## src/rtl/pat_pkg.sv

```systemverilog
package pat_pkg;
  localparam int DATA_W = 32;
  localparam int ADDR_W = 8;

  typedef struct packed {
    logic              wrTimer;
    logic              wrAlarm;
    logic              wrClear;
    logic              wrEnable;
    logic [DATA_W-1:0] wdata;
    logic [DATA_W-1:0] setMask;
  } patStrobe_t;

  typedef struct packed {
    logic [DATA_W-1:0] timer;
    logic [DATA_W-1:0] alarm;
    logic [DATA_W-1:0] pending;
    logic [DATA_W-1:0] enable;
  } patRegs_t;
endpackage

```

## src/rtl/pat_btn_edge.sv

```systemverilog
module pat_btn_edge #(
  parameter int STAGES = 2
) (
  input  logic clk,
  input  logic rstN,
  input  logic btnIn,
  output logic pressPulse
);
  logic [STAGES-1:0] syncChain;
  logic              prevLevel;

  always_ff @(posedge clk or negedge rstN) begin
    if (!rstN) begin
      syncChain <= '0;
      prevLevel <= 1'b0;
    end else begin
      syncChain <= {syncChain[STAGES-2:0], btnIn};
      prevLevel <= syncChain[STAGES-1];
    end
  end

  assign pressPulse = syncChain[STAGES-1] & ~prevLevel;


  single_press_chk: assert property (@(posedge clk) disable iff (!rstN)
    pressPulse |=> !pressPulse);
endmodule

```

## src/rtl/pat_ctrl.sv

```systemverilog
module pat_ctrl
  import pat_pkg::*;
#(
  parameter int              SYNC_STAGES = 2,
  parameter int              RST_BIT     = 17,
  parameter int              PWR_BIT     = 11,
  parameter int              ALARM_BIT   = 0,
  parameter logic [ADDR_W-1:0] OFF_TIMER  = 8'h10,
  parameter logic [ADDR_W-1:0] OFF_ALARM  = 8'h14,
  parameter logic [ADDR_W-1:0] OFF_STATUS = 8'h38,
  parameter logic [ADDR_W-1:0] OFF_ENABLE = 8'h3C
) (
  input  logic              clk,
  input  logic              rstN,
  input  logic              busSel,
  input  logic              busWrite,
  input  logic [ADDR_W-1:0] busAddr,
  input  logic [DATA_W-1:0] busWdata,
  output logic [DATA_W-1:0] busRdata,
  input  logic              rstBtn,
  input  logic              pwrBtn,
  input  logic [DATA_W-1:0] extIrq,
  input  patRegs_t          regs,
  output patStrobe_t        strb
);
  localparam int NUM_BTN = 2;
  localparam int BTN_POS [NUM_BTN] = '{RST_BIT, PWR_BIT};
  localparam logic [DATA_W-1:0] RESERVED_MASK =
    (DATA_W'(1) << ALARM_BIT) | (DATA_W'(1) << RST_BIT) | (DATA_W'(1) << PWR_BIT);

  logic [NUM_BTN-1:0] btnLevel;
  logic [NUM_BTN-1:0] btnPulse;
  logic [DATA_W-1:0]  btnMask;
  logic               wrAny;

  assign btnLevel = {pwrBtn, rstBtn};

  genvar g;
  generate
    for (g = 0; g < NUM_BTN; g++) begin : gBtn
      pat_btn_edge #(.STAGES(SYNC_STAGES)) u_edge (
        .clk       (clk),
        .rstN      (rstN),
        .btnIn     (btnLevel[g]),
        .pressPulse(btnPulse[g])
      );
    end
  endgenerate

  always_comb begin
    btnMask = '0;
    for (int i = 0; i < NUM_BTN; i++) begin
      if (btnPulse[i]) btnMask[BTN_POS[i]] = 1'b1;
    end
  end

  assign wrAny = busSel & busWrite;

  always_comb begin
    strb          = '0;
    strb.wdata    = busWdata;
    strb.setMask  = btnMask | (extIrq & ~RESERVED_MASK);
    strb.wrTimer  = wrAny && (busAddr == OFF_TIMER);
    strb.wrAlarm  = wrAny && (busAddr == OFF_ALARM);
    strb.wrClear  = wrAny && (busAddr == OFF_STATUS);
    strb.wrEnable = wrAny && (busAddr == OFF_ENABLE);
  end

  always_comb begin
    busRdata = '0;
    if (busSel && !busWrite) begin
      case (busAddr)
        OFF_TIMER:  busRdata = regs.timer;
        OFF_ALARM:  busRdata = regs.alarm;
        OFF_STATUS: busRdata = regs.pending;
        OFF_ENABLE: busRdata = regs.enable;
        default:    busRdata = '0;
      endcase
    end
  end


  one_write_strobe_chk: assert property (@(posedge clk) disable iff (!rstN)
    $onehot0({strb.wrTimer, strb.wrAlarm, strb.wrClear, strb.wrEnable}));


  reserved_ext_chk: assert property (@(posedge clk) disable iff (!rstN)
    (btnPulse == '0) |-> ((strb.setMask & RESERVED_MASK) == '0));
endmodule

```

## src/rtl/pat_datapath.sv

```systemverilog
module pat_datapath
  import pat_pkg::*;
#(
  parameter int PRESCALE  = 128,
  parameter int ALARM_BIT = 0
) (
  input  logic       clk,
  input  logic       rstN,
  input  patStrobe_t strb,
  output patRegs_t   regs,
  output logic       irqOut
);
  localparam int PS_W = (PRESCALE > 1) ? $clog2(PRESCALE) : 1;
  localparam logic [PS_W-1:0] PS_LAST = PS_W'(PRESCALE - 1);

  logic [PS_W-1:0]   presc;
  logic              tick;
  logic [DATA_W-1:0] timerQ, alarmQ, pendQ, enQ;
  logic [DATA_W-1:0] timerNext;
  logic              alarmHit;
  logic [DATA_W-1:0] setAll;
  logic [DATA_W-1:0] clrAll;
  logic              pastValid;

  assign tick      = (presc == PS_LAST);
  assign timerNext = timerQ + DATA_W'(1);
  assign alarmHit  = tick && !strb.wrTimer && (timerNext == alarmQ);
  assign setAll    = strb.setMask | (DATA_W'(alarmHit) << ALARM_BIT);
  assign clrAll    = strb.wrClear ? strb.wdata : '0;

  always_ff @(posedge clk or negedge rstN) begin
    if (!rstN) begin
      presc     <= '0;
      timerQ    <= '0;
      pastValid <= 1'b0;
    end else begin
      pastValid <= 1'b1;
      if (strb.wrTimer) begin
        presc  <= '0;
        timerQ <= strb.wdata;
      end else begin
        presc <= tick ? '0 : presc + PS_W'(1);
        if (tick) timerQ <= timerNext;
      end
    end
  end

  always_ff @(posedge clk or negedge rstN) begin
    if (!rstN) begin
      alarmQ <= '0;
      enQ    <= '0;
      pendQ  <= '0;
    end else begin
      if (strb.wrAlarm)  alarmQ <= strb.wdata;
      if (strb.wrEnable) enQ    <= strb.wdata;
      pendQ <= (pendQ & ~clrAll) | setAll;
    end
  end

  assign regs.timer   = timerQ;
  assign regs.alarm   = alarmQ;
  assign regs.pending = pendQ;
  assign regs.enable  = enQ;
  assign irqOut       = |(pendQ & enQ);


  timer_hold_chk: assert property (@(posedge clk) disable iff (!rstN)
    (pastValid && !strb.wrTimer && !tick) |=> $stable(timerQ));


  timer_load_chk: assert property (@(posedge clk) disable iff (!rstN)
    strb.wrTimer |=> (timerQ == $past(strb.wdata)) && (presc == '0));


  set_wins_chk: assert property (@(posedge clk) disable iff (!rstN)
    (setAll != '0) |=> ((pendQ & $past(setAll)) == $past(setAll)));


  w1c_clear_chk: assert property (@(posedge clk) disable iff (!rstN)
    strb.wrClear |=> ((pendQ & $past(strb.wdata & ~setAll)) == '0));


  irq_needs_enable_chk: assert property (@(posedge clk) disable iff (!rstN)
    irqOut |-> (enQ != '0) && (pendQ != '0));


  no_alarm_on_load_chk: assert property (@(posedge clk) disable iff (!rstN)
    (pastValid && strb.wrTimer && !pendQ[ALARM_BIT] && !strb.wrClear) |=> !pendQ[ALARM_BIT]);
endmodule

```

## src/rtl/prescaled_alarm_timer.sv

```systemverilog
module prescaled_alarm_timer
  import pat_pkg::*;
#(
  parameter int PRESCALE    = 128,
  parameter int SYNC_STAGES = 2,
  parameter int RST_BIT     = 17,
  parameter int PWR_BIT     = 11,
  parameter int ALARM_BIT   = 0
) (
  input  logic              clk,
  input  logic              rstN,
  input  logic              busSel,
  input  logic              busWrite,
  input  logic [ADDR_W-1:0] busAddr,
  input  logic [DATA_W-1:0] busWdata,
  output logic [DATA_W-1:0] busRdata,
  input  logic              rstBtn,
  input  logic              pwrBtn,
  input  logic [DATA_W-1:0] extIrq,
  output logic              irqOut
);
  patStrobe_t strb;
  patRegs_t   regs;

  pat_ctrl #(
    .SYNC_STAGES(SYNC_STAGES),
    .RST_BIT    (RST_BIT),
    .PWR_BIT    (PWR_BIT),
    .ALARM_BIT  (ALARM_BIT)
  ) u_ctrl (
    .clk     (clk),
    .rstN    (rstN),
    .busSel  (busSel),
    .busWrite(busWrite),
    .busAddr (busAddr),
    .busWdata(busWdata),
    .busRdata(busRdata),
    .rstBtn  (rstBtn),
    .pwrBtn  (pwrBtn),
    .extIrq  (extIrq),
    .regs    (regs),
    .strb    (strb)
  );

  pat_datapath #(
    .PRESCALE (PRESCALE),
    .ALARM_BIT(ALARM_BIT)
  ) u_dp (
    .clk   (clk),
    .rstN  (rstN),
    .strb  (strb),
    .regs  (regs),
    .irqOut(irqOut)
  );
endmodule

```

## config.mk

```make
export PLATFORM = sky130hd
export DESIGN_NAME = prescaled_alarm_timer
export DESIGN_NICKNAME = d
export VERILOG_FILES = /design/src/rtl/pat_pkg.sv /design/src/rtl/pat_btn_edge.sv /design/src/rtl/pat_ctrl.sv /design/src/rtl/pat_datapath.sv /design/src/rtl/prescaled_alarm_timer.sv
export SDC_FILE = /design/constraint.sdc
export NUM_CORES = 1
export LEC_CHECK = 0
export ABC_AREA = 1
export CAP_MARGIN = 20
export CORE_MARGIN = 4
export CORE_UTILIZATION = 40
export DETAILED_ROUTE_END_ITERATION = 10
export GPL_TIMING_DRIVEN = 1
export SYNTH_ARGS = -nofsm -noshare
export SYNTH_HDL_FRONTEND = slang
export SYNTH_SLANG_ARGS = --single-unit
```

## constraint.sdc

```tcl
create_clock -name clk -period 3.65 [get_ports clk]
set_input_delay 0.5475 -clock clk [delete_from_list [all_inputs] [get_ports clk]]
set_output_delay 0.5475 -clock clk [all_outputs]
set_load 0.01 [all_outputs]
```

==> flow_metrics.tcl, run 1 <==
set metrics [dict create \
    rsz0062_at_grt "no" \
    status "finished, final reports clean" \
    clk_path_buf_depth 2 \
    grt_pass1_wl_mm 41.8 \
    finalHoldViolCount 0 \
    r2r_cells 15 \
    power_density_nw_per_um2 546 \
    cts_setup_buffers 0 \
    netlist_instances 1091 \
    h-tree-depth 4 \
    dp_cells 1452 \
    stdcell_count 1484 \
    r2r_setup_slack_ps 1180 \
    die_w_um 150 \
    initial_core_util 0.412 \
    gp_congestion 0.935 \
    cts_buffers 17 \
    clkLatencyLatePin_ps 430 \
    slew_violations 0 \
    cts.repair.resized 0 \
    synth_top_area_share 0.436 \
    maxCapViolCount 0 \
    setup_violations 0 \
    synth_nets 1171 \
    cts_tree "built" \
    worstSetupPathType "primary input to output pin" \
    clock.fmax_mhz 293 \
    worstPathMaxFanout 28 \
    synthArstFlopShare 1.00 \
    ys.flop_type "dfrtp_1" \
    drive_gt1_frac 0.0705 \
    period_share 0.935 \
    die_y_um 150 \
    fin_tns_setup_ps 0 \
    antenna_found_initial 0 \
    die-area_um2 22600 \
    min_path_type "primary input to asynchronous set/reset pin" \
    irDropWorstVdd_uv 294 \
    min_period_ps 3410 \
    core_area_um2 19700 \
    numClockSinks 141 \
    clkTransAtPathRegs_ps 70 \
    tightest_slew_ps 688 \
    drtIter0Drc 690 \
    drt_pass1_iterations 5 \
    vias_per_cell 5.37 \
    synth_edf_count 0 \
    syn_to_final_growth_pct 25.9 \
    grt_pass1_vias 7627 \
    grt_max_degree 66 \
    port_buffers 107 \
    core.rowCount 51 \
    synth.distinct_cells 34 \
    final_core_util 0.518 \
    max_slew_margin 0.535 \
    yosys_register_bits 141 \
    post_drt_wl_per_cell_um 17.5 \
    postCtsHoldBufs 0 \
    dr_total_vias 7976 \
    ys_seq_area_frac 0.436 \
    worst_ep_arrival_time_ps 2870 \
    fin_skew_ps 11.2 \
    crit_required_ps 3100 \
    avgSynthCellArea_um2 7.41 \
    yosys.area.top_type "dfrtp_1" \
    drcViolationCount 0 \
    cts-root-buf "clkbuf_16" \
    globalRouteOverflowTotal 0 \
    dp_hpwl_mm 18.9 \
    p_leak_uw 0.00470 \
    r2r-end "u_dp.pendQ[0]$_DFF_PN0_" \
    nNetsFinal 1286 \
    routed_wl_mm 26.0 \
    antennaDiodeCount 0 \
    grtUsageTotal 0.240 \
    critPathCaptureType "output pin" \
    start_kind "primary input" \
    synth.top_cells.by_area "dfrtp_1 (44%), nand2_1 (14%), inv_1 (6.9%)" \
    reg2reg_from "u_dp.timerQ[0]$_DFFE_PN0P_" \
    ant_nets 0 \
    synth_area_um2 8090 \
    pin_count 111 \
    synth.yosys.warnings 0 \
    fillers 1981 \
]
critical path: stages:
cell and delay, ps:
clkdlybuf4s50_1 480, inv_1 70, nand3_1 100, nor2_2 60, inv_2 500, o21ai_0 160
a221oi_1 380, nor2_1 70, clkdlybuf4s50_1 490
layout by cell type, fill, tap and decap left out, types with 3 or more instances in the layout:
cell type	instances
nand2_2	8
o221ai_1	29
o21bai_1	12
nand4_1	4
dfrtp_1	141
clkbuf_16	17
nor2_4	6
buf_4	24
o21ai_0	101
nand3_1	66
a221oi_1	36
xor2_1	5
inv_6	4
a22oi_1	3
clkinv_2	3
inv_1	149
nor2_2	6
nand2_1	309
bufinv_16	4
o22ai_1	26
nor3_1	3
inv_2	4
nor2_1	110
clkdlybuf4s50_1	106
nand3b_1	4
a21oi_1	9
a22o_1	7
where the power goes:
| part | switching (uW) | internal [uW] |
|---|---|---|
| clock | 709 | 1150 |
| sequential | 291 | 1790 |
| combinational | 1030 | 597 |
layout make-up:
cell class / instances / area [um^2] / share of cell area
Clock inverter: 13 / 185 / 0.0182
Clock buffer: 19 / 433 / 0.0425
Timing Repair Buffer: 133 / 1290 / 0.127
Multi-Input combinational cell: 760 / 3840 / 0.377
Tap cell: 265 / 332 / 0.0326
Inverter: 153 / 574 / 0.0564
Sequential cell: 141 / 3530 / 0.346
cells in the mapped netlist, types with 2 or more instances:
cell type / n
buf_1: 4
o21ai_0: 101
a22o_1: 7
nor2_1: 110
o22ai_1: 26
nor2_2: 6
nand4_1: 4
xor2_1: 5
o21bai_1: 12
xnor3_1: 2
a22oi_1: 3
nand2_2: 7
dfrtp_1: 141
nand2_4: 2
o21ai_1: 2
inv_1: 149
nor2_8: 2
o221ai_1: 29
buf_2: 8
nand3_1: 66
clkbuf_1: 25
nand3b_1: 4
ha_1: 2
a21oi_1: 9
nand2_1: 310
inv_2: 4
nor3_1: 3
xnor2_1: 2
nor2_4: 6
a221oi_1: 36
sequential cells by signal (all words and copies together), names as in the netlist:
| signal | cells |
|---|---|
| u_ctrl.gBtn.u_edge.prevLevel | 2 |
| u_ctrl.gBtn.u_edge.syncChain | 4 |
| u_dp.alarmQ | 32 |
| u_dp.enQ | 32 |
| u_dp.pendQ | 32 |
| u_dp.presc | 7 |
| u_dp.timerQ | 32 |
how the worst max path moves through the flow:
stage / cells past startpoint / end / slack, ps / from
final: 9 / busRdata[1] / 240 / busAddr[2]
after CTS: 9 / busRdata[0] / 220 / busAddr[1]
after detailed placement: 9 / busRdata[0] / 240 / busAddr[1]
after global placement: 9 / busRdata[1] / 170 / busAddr[2]
after global routing: 12 / busRdata[6] / 60 / busAddr[1]
after floorplan: 8 / busRdata[21] / 1370 / busAddr[1]
cells by family (layout without fill, tap and decap cells):
kind of cell / Yosys count / in the layout / share of synthesized area
simple gates: 522 / 522 / 0.273
flops: 141 / 141 / 0.436
xor+xnor: 10 / 10 / 0.0161
fa+ha+maj: 2 / 2 / 0.00309
compound gates: 226 / 226 / 0.182
buf+inv: 190 / 318 / 0.0894
metrics by stage:
stage / power (uW) / hold slack, ps / setup WS (ps) / instance area, um^2
finish: 5570 / 96.6 / 237 / 10200
detailed placement: 3700 / 344 / 243 / 9570
global route: 5930 / 138 / 58.2 / 10200
CTS: 5570 / 120 / 217 / 10200
floorplan: 3200 / 252 / 1370 / 8090
global placement: 3680 / 338 / 167 / 9570
metal layers:
layer  wire, um  share of wire  global-route usage
met1      12100           0.46               0.345
met2      11700           0.45               0.372
met3       1660          0.064              0.0503
met4        544          0.021              0.0636
met5          0              0                   0
No activity file was read; power rests on OpenSTA's default activity.
==> run 2: changes to the inputs <==
clock period = 3.2 ns   (was 3.65 ns; I/O delays follow)
==> flow_metrics.tcl, run 2 (synthesis gave the netlist of run 1 again) <==
set metrics [dict create \
    grt_pass1_wl_mm 41.8 \
    dr_total_vias 7914 \
    period_share 0.961 \
    grt_pass1_vias 7623 \
    finalHoldViolCount 0 \
    grtUsageTotal 0.241 \
    crit_required_ps 2720 \
    irDropWorstVdd_uv 339 \
    power_density_nw_per_um2 625 \
    min_period_ps 3080 \
    tightest_slew_ps 661 \
    die-area_um2 22600 \
    clkLatencyLatePin_ps 440 \
    cts_setup_buffers 0 \
    fillers 1966 \
    drtIter0Drc 725 \
    r2r_cells 15 \
    antenna_found_initial 0 \
    syn_to_final_growth_pct 28.6 \
    worstPathMaxFanout 6 \
    maxUsedRoutingLayer "met4" \
    switching_share 0.366 \
    nNetsFinal 1294 \
    port_buffers 107 \
    pin_count 111 \
    initial_core_util 0.412 \
    start_kind "primary input" \
    grt_max_degree 64 \
    critPathCaptureType "output pin" \
    clkTransAtPathRegs_ps 70 \
    drt_pass1_iterations 7 \
    die_y_um 150 \
    clock.fmax_mhz 325 \
    setup_violations 0 \
    fin_skew_ps 11.3 \
    core_area_um2 19700 \
    mostFrequentLayoutCells "nand2_1 (309), inv_1 (147), dfrtp_1 (141)" \
    dp_cells 1460 \
    worst_hold_slack_ps 19.3 \
    maxCapViolCount 0 \
    pre_cts_ws_ps -150 \
    cts_tree "built" \
    met3_length_mm 1.50 \
    worst_ep_arrival_time_ps 2600 \
    max_slew_margin 0.559 \
    drcViolationCount 0 \
    intPower_uw 4120 \
    seq_area_um2 3530 \
    wl_met1_mm 12.5 \
    vias_per_cell 5.30 \
    routed_wl_mm 26.4 \
    stdcell_count 1492 \
    dp_hpwl_mm 19.5 \
    multi_input_area_um2 3870 \
    antennaDiodeCount 0 \
    numClockSinks 141 \
    die_w_um 150 \
    worstSetupPathType "primary input to output pin" \
    p_leak_uw 0.00496 \
    min_path_type "primary input to asynchronous set/reset pin" \
    drive_gt1_frac 0.0856 \
    cts-root-buf "clkbuf_16" \
    power_frac_comb 0.287 \
    h-tree-depth 4 \
    slew_violations 0 \
    cts_buffers 17 \
    globalRouteOverflowTotal 0 \
    gp_congestion 0.959 \
    wl_met2_mm 12.1 \
    worst_slack_ps 125 \
    post_drt_wl_per_cell_um 17.7 \
    core.rowCount 51 \
    seq_power_share 0.366 \
    ant_nets 0 \
    clk_path_buf_depth 2 \
    status "finished, final reports clean" \
    clock_power_share 0.347 \
    postCtsHoldBufs 0 \
    mostFrequentLayoutCell "nand2_1" \
    power.switching_uw 2380 \
]
==> run 2: cell count changes in the layout (fill, tap and decap cells not counted), moves of 3 or more <==
cell | previous run | this run
buf_12 | 2 | 5
o22ai_2 | 0 | 3
clkinv_2 | 3 | 0
dlymetal6s2s_1 | 0 | 10
buf_6 | 1 | 5
o22ai_1 | 26 | 23
clkdlybuf4s50_1 | 106 | 96
clkinv_4 | 0 | 3
==> run 2: cell type report <==
type / instances / share of cell area
multi-input combinational: 760 / 0.373
sequential: 141 / 0.339
timing repair buffer: 141 / 0.137
inverter: 153 / 0.0555
clock buffer: 17 / 0.0409
tap: 265 / 0.0319
clock inverter: 15 / 0.0225
==> run 2: per-stage QoR <==
| stage | area (um^2) | TNS, ps | total power [uW] | util |
|---|---|---|---|---|
| floorplan | 8090 | 0 | 3650 | - |
| global placement | 9660 | -236 | 4210 | 0.492 |
| detailed placement | 9660 | -260 | 4230 | 0.492 |
| CTS | 10300 | 0 | 6490 | 0.526 |
| global route | 10400 | -27.6 | 6880 | 0.529 |
| finish | 10400 | 0 | 6500 | 0.529 |
==> run 2: power groups by stage <==
stage               clock network (uW)  logic, uW  registers (uW)
floorplan                            0       1350            2290
global placement                     0       1820            2390
detailed placement                   0       1840            2390
CTS                               2280       1850            2370
global route                      2350       2120            2410
finish                            2250       1870            2380
==> run 2: worst paths after layout <==
| kind | slack (ps) | from | to |
|---|---|---|---|
| hold / removal | 20 | rstN | u_ctrl.gBtn[1].u_edge.syncChain[0]$_DFF_PN0_ |
| max in group asynchronous | 2440 | rstN | u_dp.enQ[28]$_DFFE_PN0P_ |
| setup / recovery | 120 | busAddr[7] | busRdata[30] |
| min in group clk | 350 | u_ctrl.gBtn[0].u_edge.syncChain[0]$_DFF_PN0_ | u_ctrl.gBtn[0].u_edge.syncChain[1]$_DFF_PN0_ |
| setup reg to reg | 680 | u_dp.timerQ[0]$_DFFE_PN0P_ | u_dp.pendQ[0]$_DFF_PN0_ |
| hold reg to reg | 350 | u_ctrl.gBtn[0].u_edge.syncChain[0]$_DFF_PN0_ | u_ctrl.gBtn[0].u_edge.syncChain[1]$_DFF_PN0_ |
==> run 2: routing by layer <==
metal,track usage,up-vias
met4,0.0558,0
met5,0,-
met2,0.381,243
met1,0.347,3778
li1,-,3861
met3,0.0409,32
==> run 2: timing repair <==
action / CTS / global route
pin swaps: 0 / 0
endpoints found under the setup margin: 2 / 30
gates cloned: 0 / 0
gates resized for setup: 1 / 23
==> run 2: critical path: stages <==
cell,delay [ps]
clkdlybuf4s50_1,420
nor2_2,140
nand3_2,100
nor2_2,140
buf_4,140
inv_2,70
buf_4,170
o22ai_1,200
a221oi_1,70
nor2_1,100
clkdlybuf4s50_1,550
==> run 3: changes to the inputs <==
CORE_UTILIZATION = 44   (was 40)
PLACE_DENSITY = 0.66   (was unset)
REMOVE_ABC_BUFFERS = 1   (was unset)
==> flow_metrics.tcl, run 3 (synthesis gave the netlist of run 1 again) <==
set metrics [dict create \
    status "finished, final reports clean" \
    antenna_found_initial 0 \
    pin_count 111 \
    worstPathMaxFanout 3 \
    slew_violations 0 \
    grt_pass1_wl_mm 39.6 \
    clkLatencyLatePin_ps 420 \
    core_area_um2 18000 \
    globalRouteOverflowTotal 0 \
    ant_nets 0 \
    final_core_util 0.569 \
    h-tree-depth 4 \
    cts_tree "built" \
    die_y_um 144 \
    worst_hold_slack_ps 36.1 \
    rsz0062_at_grt "no" \
    clkTransAtPathRegs_ps 60 \
    mostFrequentLayoutCell "nand2_1" \
    power_density_nw_per_um2 647 \
    port_buffers 107 \
    period_share 0.982 \
    critPathCaptureType "output pin" \
    stdcell_count 1446 \
    syn_to_final_growth_pct 26.7 \
    drt_pass1_iterations 5 \
    grt_max_degree 65 \
    max_slew_margin 0.510 \
    vias_per_cell 5.40 \
    finalPower_uw 6630 \
    worstSetupPathType "flip-flop to output pin" \
    core.rowCount 49 \
    crit_required_ps 2720 \
    routed_wl_mm 25.0 \
    r2r-end "u_dp.pendQ[0]$_DFF_PN0_" \
    dr_total_vias 7804 \
    setup_violations 0 \
    tightest_slew_ps 734 \
    clock.fmax_mhz 318 \
    clk_path_buf_depth 2 \
    r2r_setup_slack_ps 580 \
    reg2reg_from "u_dp.timerQ[0]$_DFFE_PN0P_" \
    irDropWorstVdd_uv 369 \
    p_leak_uw 0.00476 \
    cts-root-buf "clkbuf_16" \
    post_drt_wl_per_cell_um 17.3 \
    gp_congestion 0.941 \
    grt_pass1_vias 7371 \
    drive_gt1_frac 0.0707 \
    fin_skew_ps 6.84 \
    cts_setup_buffers 0 \
    worst_ep_arrival_time_ps 2660 \
    r2r_cells 13 \
    numClockSinks 141 \
    mostFrequentLayoutCells "nand2_1 (310), inv_1 (147), dfrtp_1 (141)" \
    start_kind "flip-flop" \
    drcViolationCount 0 \
    antennaDiodeCount 0 \
    cts_buffers 17 \
    min_path_type "primary input to asynchronous set/reset pin" \
    maxCapViolCount 0 \
    drtIter0Drc 597 \
    dp_cells 1414 \
    grtUsageTotal 0.249 \
    nNetsFinal 1284 \
    finalHoldViolCount 0 \
    fin_tns_setup_ps 0 \
    min_period_ps 3140 \
    initial_core_util 0.449 \
    die-area_um2 20600 \
    die_w_um 144 \
    dp_hpwl_mm 18.3 \
]
==> run 3: cell count changes in the layout (fill, tap and decap cells not counted), moves of 2 or more <==
cell / delta
clkbuf_1: +2
bufinv_16: +2
inv_6: -4
clkinvlp_4: -3
inv_2: -2
clkdlybuf4s50_1: +9
o22ai_2: -3
o22ai_1: +3
buf_4: -6
buf_6: -3
clkbuf_8: +3
inv_4: +2
dlymetal6s2s_1: -9
==> run 3: per-stage QoR <==
stage | setup WS [ps] | instance area [um^2]
floorplan | 489 | 7940
global route | 0.659 | 10300
CTS | 16.6 | 10200
global placement | 53.6 | 9530
finish | 56.1 | 10300
detailed placement | 21.2 | 9530
==> run 3: final cells by class <==
class / instances / area (um^2)
Fill cell: 1711 / 7770
Tap cell: 229 / 287
Inverter: 153 / 582
Timing Repair Buffer: 131 / 1310
Clock buffer: 22 / 474
Multi-Input combinational cell: 760 / 3840
Sequential cell: 141 / 3530
Clock inverter: 10 / 233
==> run 3: repair_timing <==
action / in CTS / in global routing
setup endpoints to repair: 0 / 30
hold endpoints to repair: 0 / 0
hold buffers: 0 / 0
resized for setup: 0 / 9
==> run 3: worst max-delay path by stage <==
stage | start | endpoint | slack (ps) | cells past startpoint
3_5_place_dp | busAddr[2] | busRdata[31] | 20 | 9
5_1_grt | busAddr[7] | busRdata[22] | 0.7 | 10
4_1_cts | busAddr[2] | busRdata[31] | 20 | 9
2_1_floorplan | busAddr[1] | u_dp.enQ[0]$_DFFE_PN0P_ | 490 | 7
6_report | u_dp.enQ[13]$_DFFE_PN0P_ | irqOut | 60 | 5
3_3_place_gp | busAddr[3] | busRdata[31] | 50 | 9
==> run 3: critical path: stages, from the launching register on <==
cell             delay (ps)
dfrtp_1                 390
a22o_1                  250
a221oi_1                220
nor3b_1                 650
nand4_1                 190
clkdlybuf4s50_1         540
==> run 3: per-layer routing <==
layer  track usage  up-vias  share of wire
li1              -     3839              -
met1         0.356     3684           0.47
met2         0.393      246           0.46
met3        0.0469       35          0.060
met4        0.0629        0          0.016
met5             0        -              0
==> run 3: power by group <==
group	leakage, uW	switching (uW)	internal, uW
clock network	0.000345	760	1610
logic	0.00273	1190	680
registers	0.00168	351	2040
total	0.00476	2310	4330
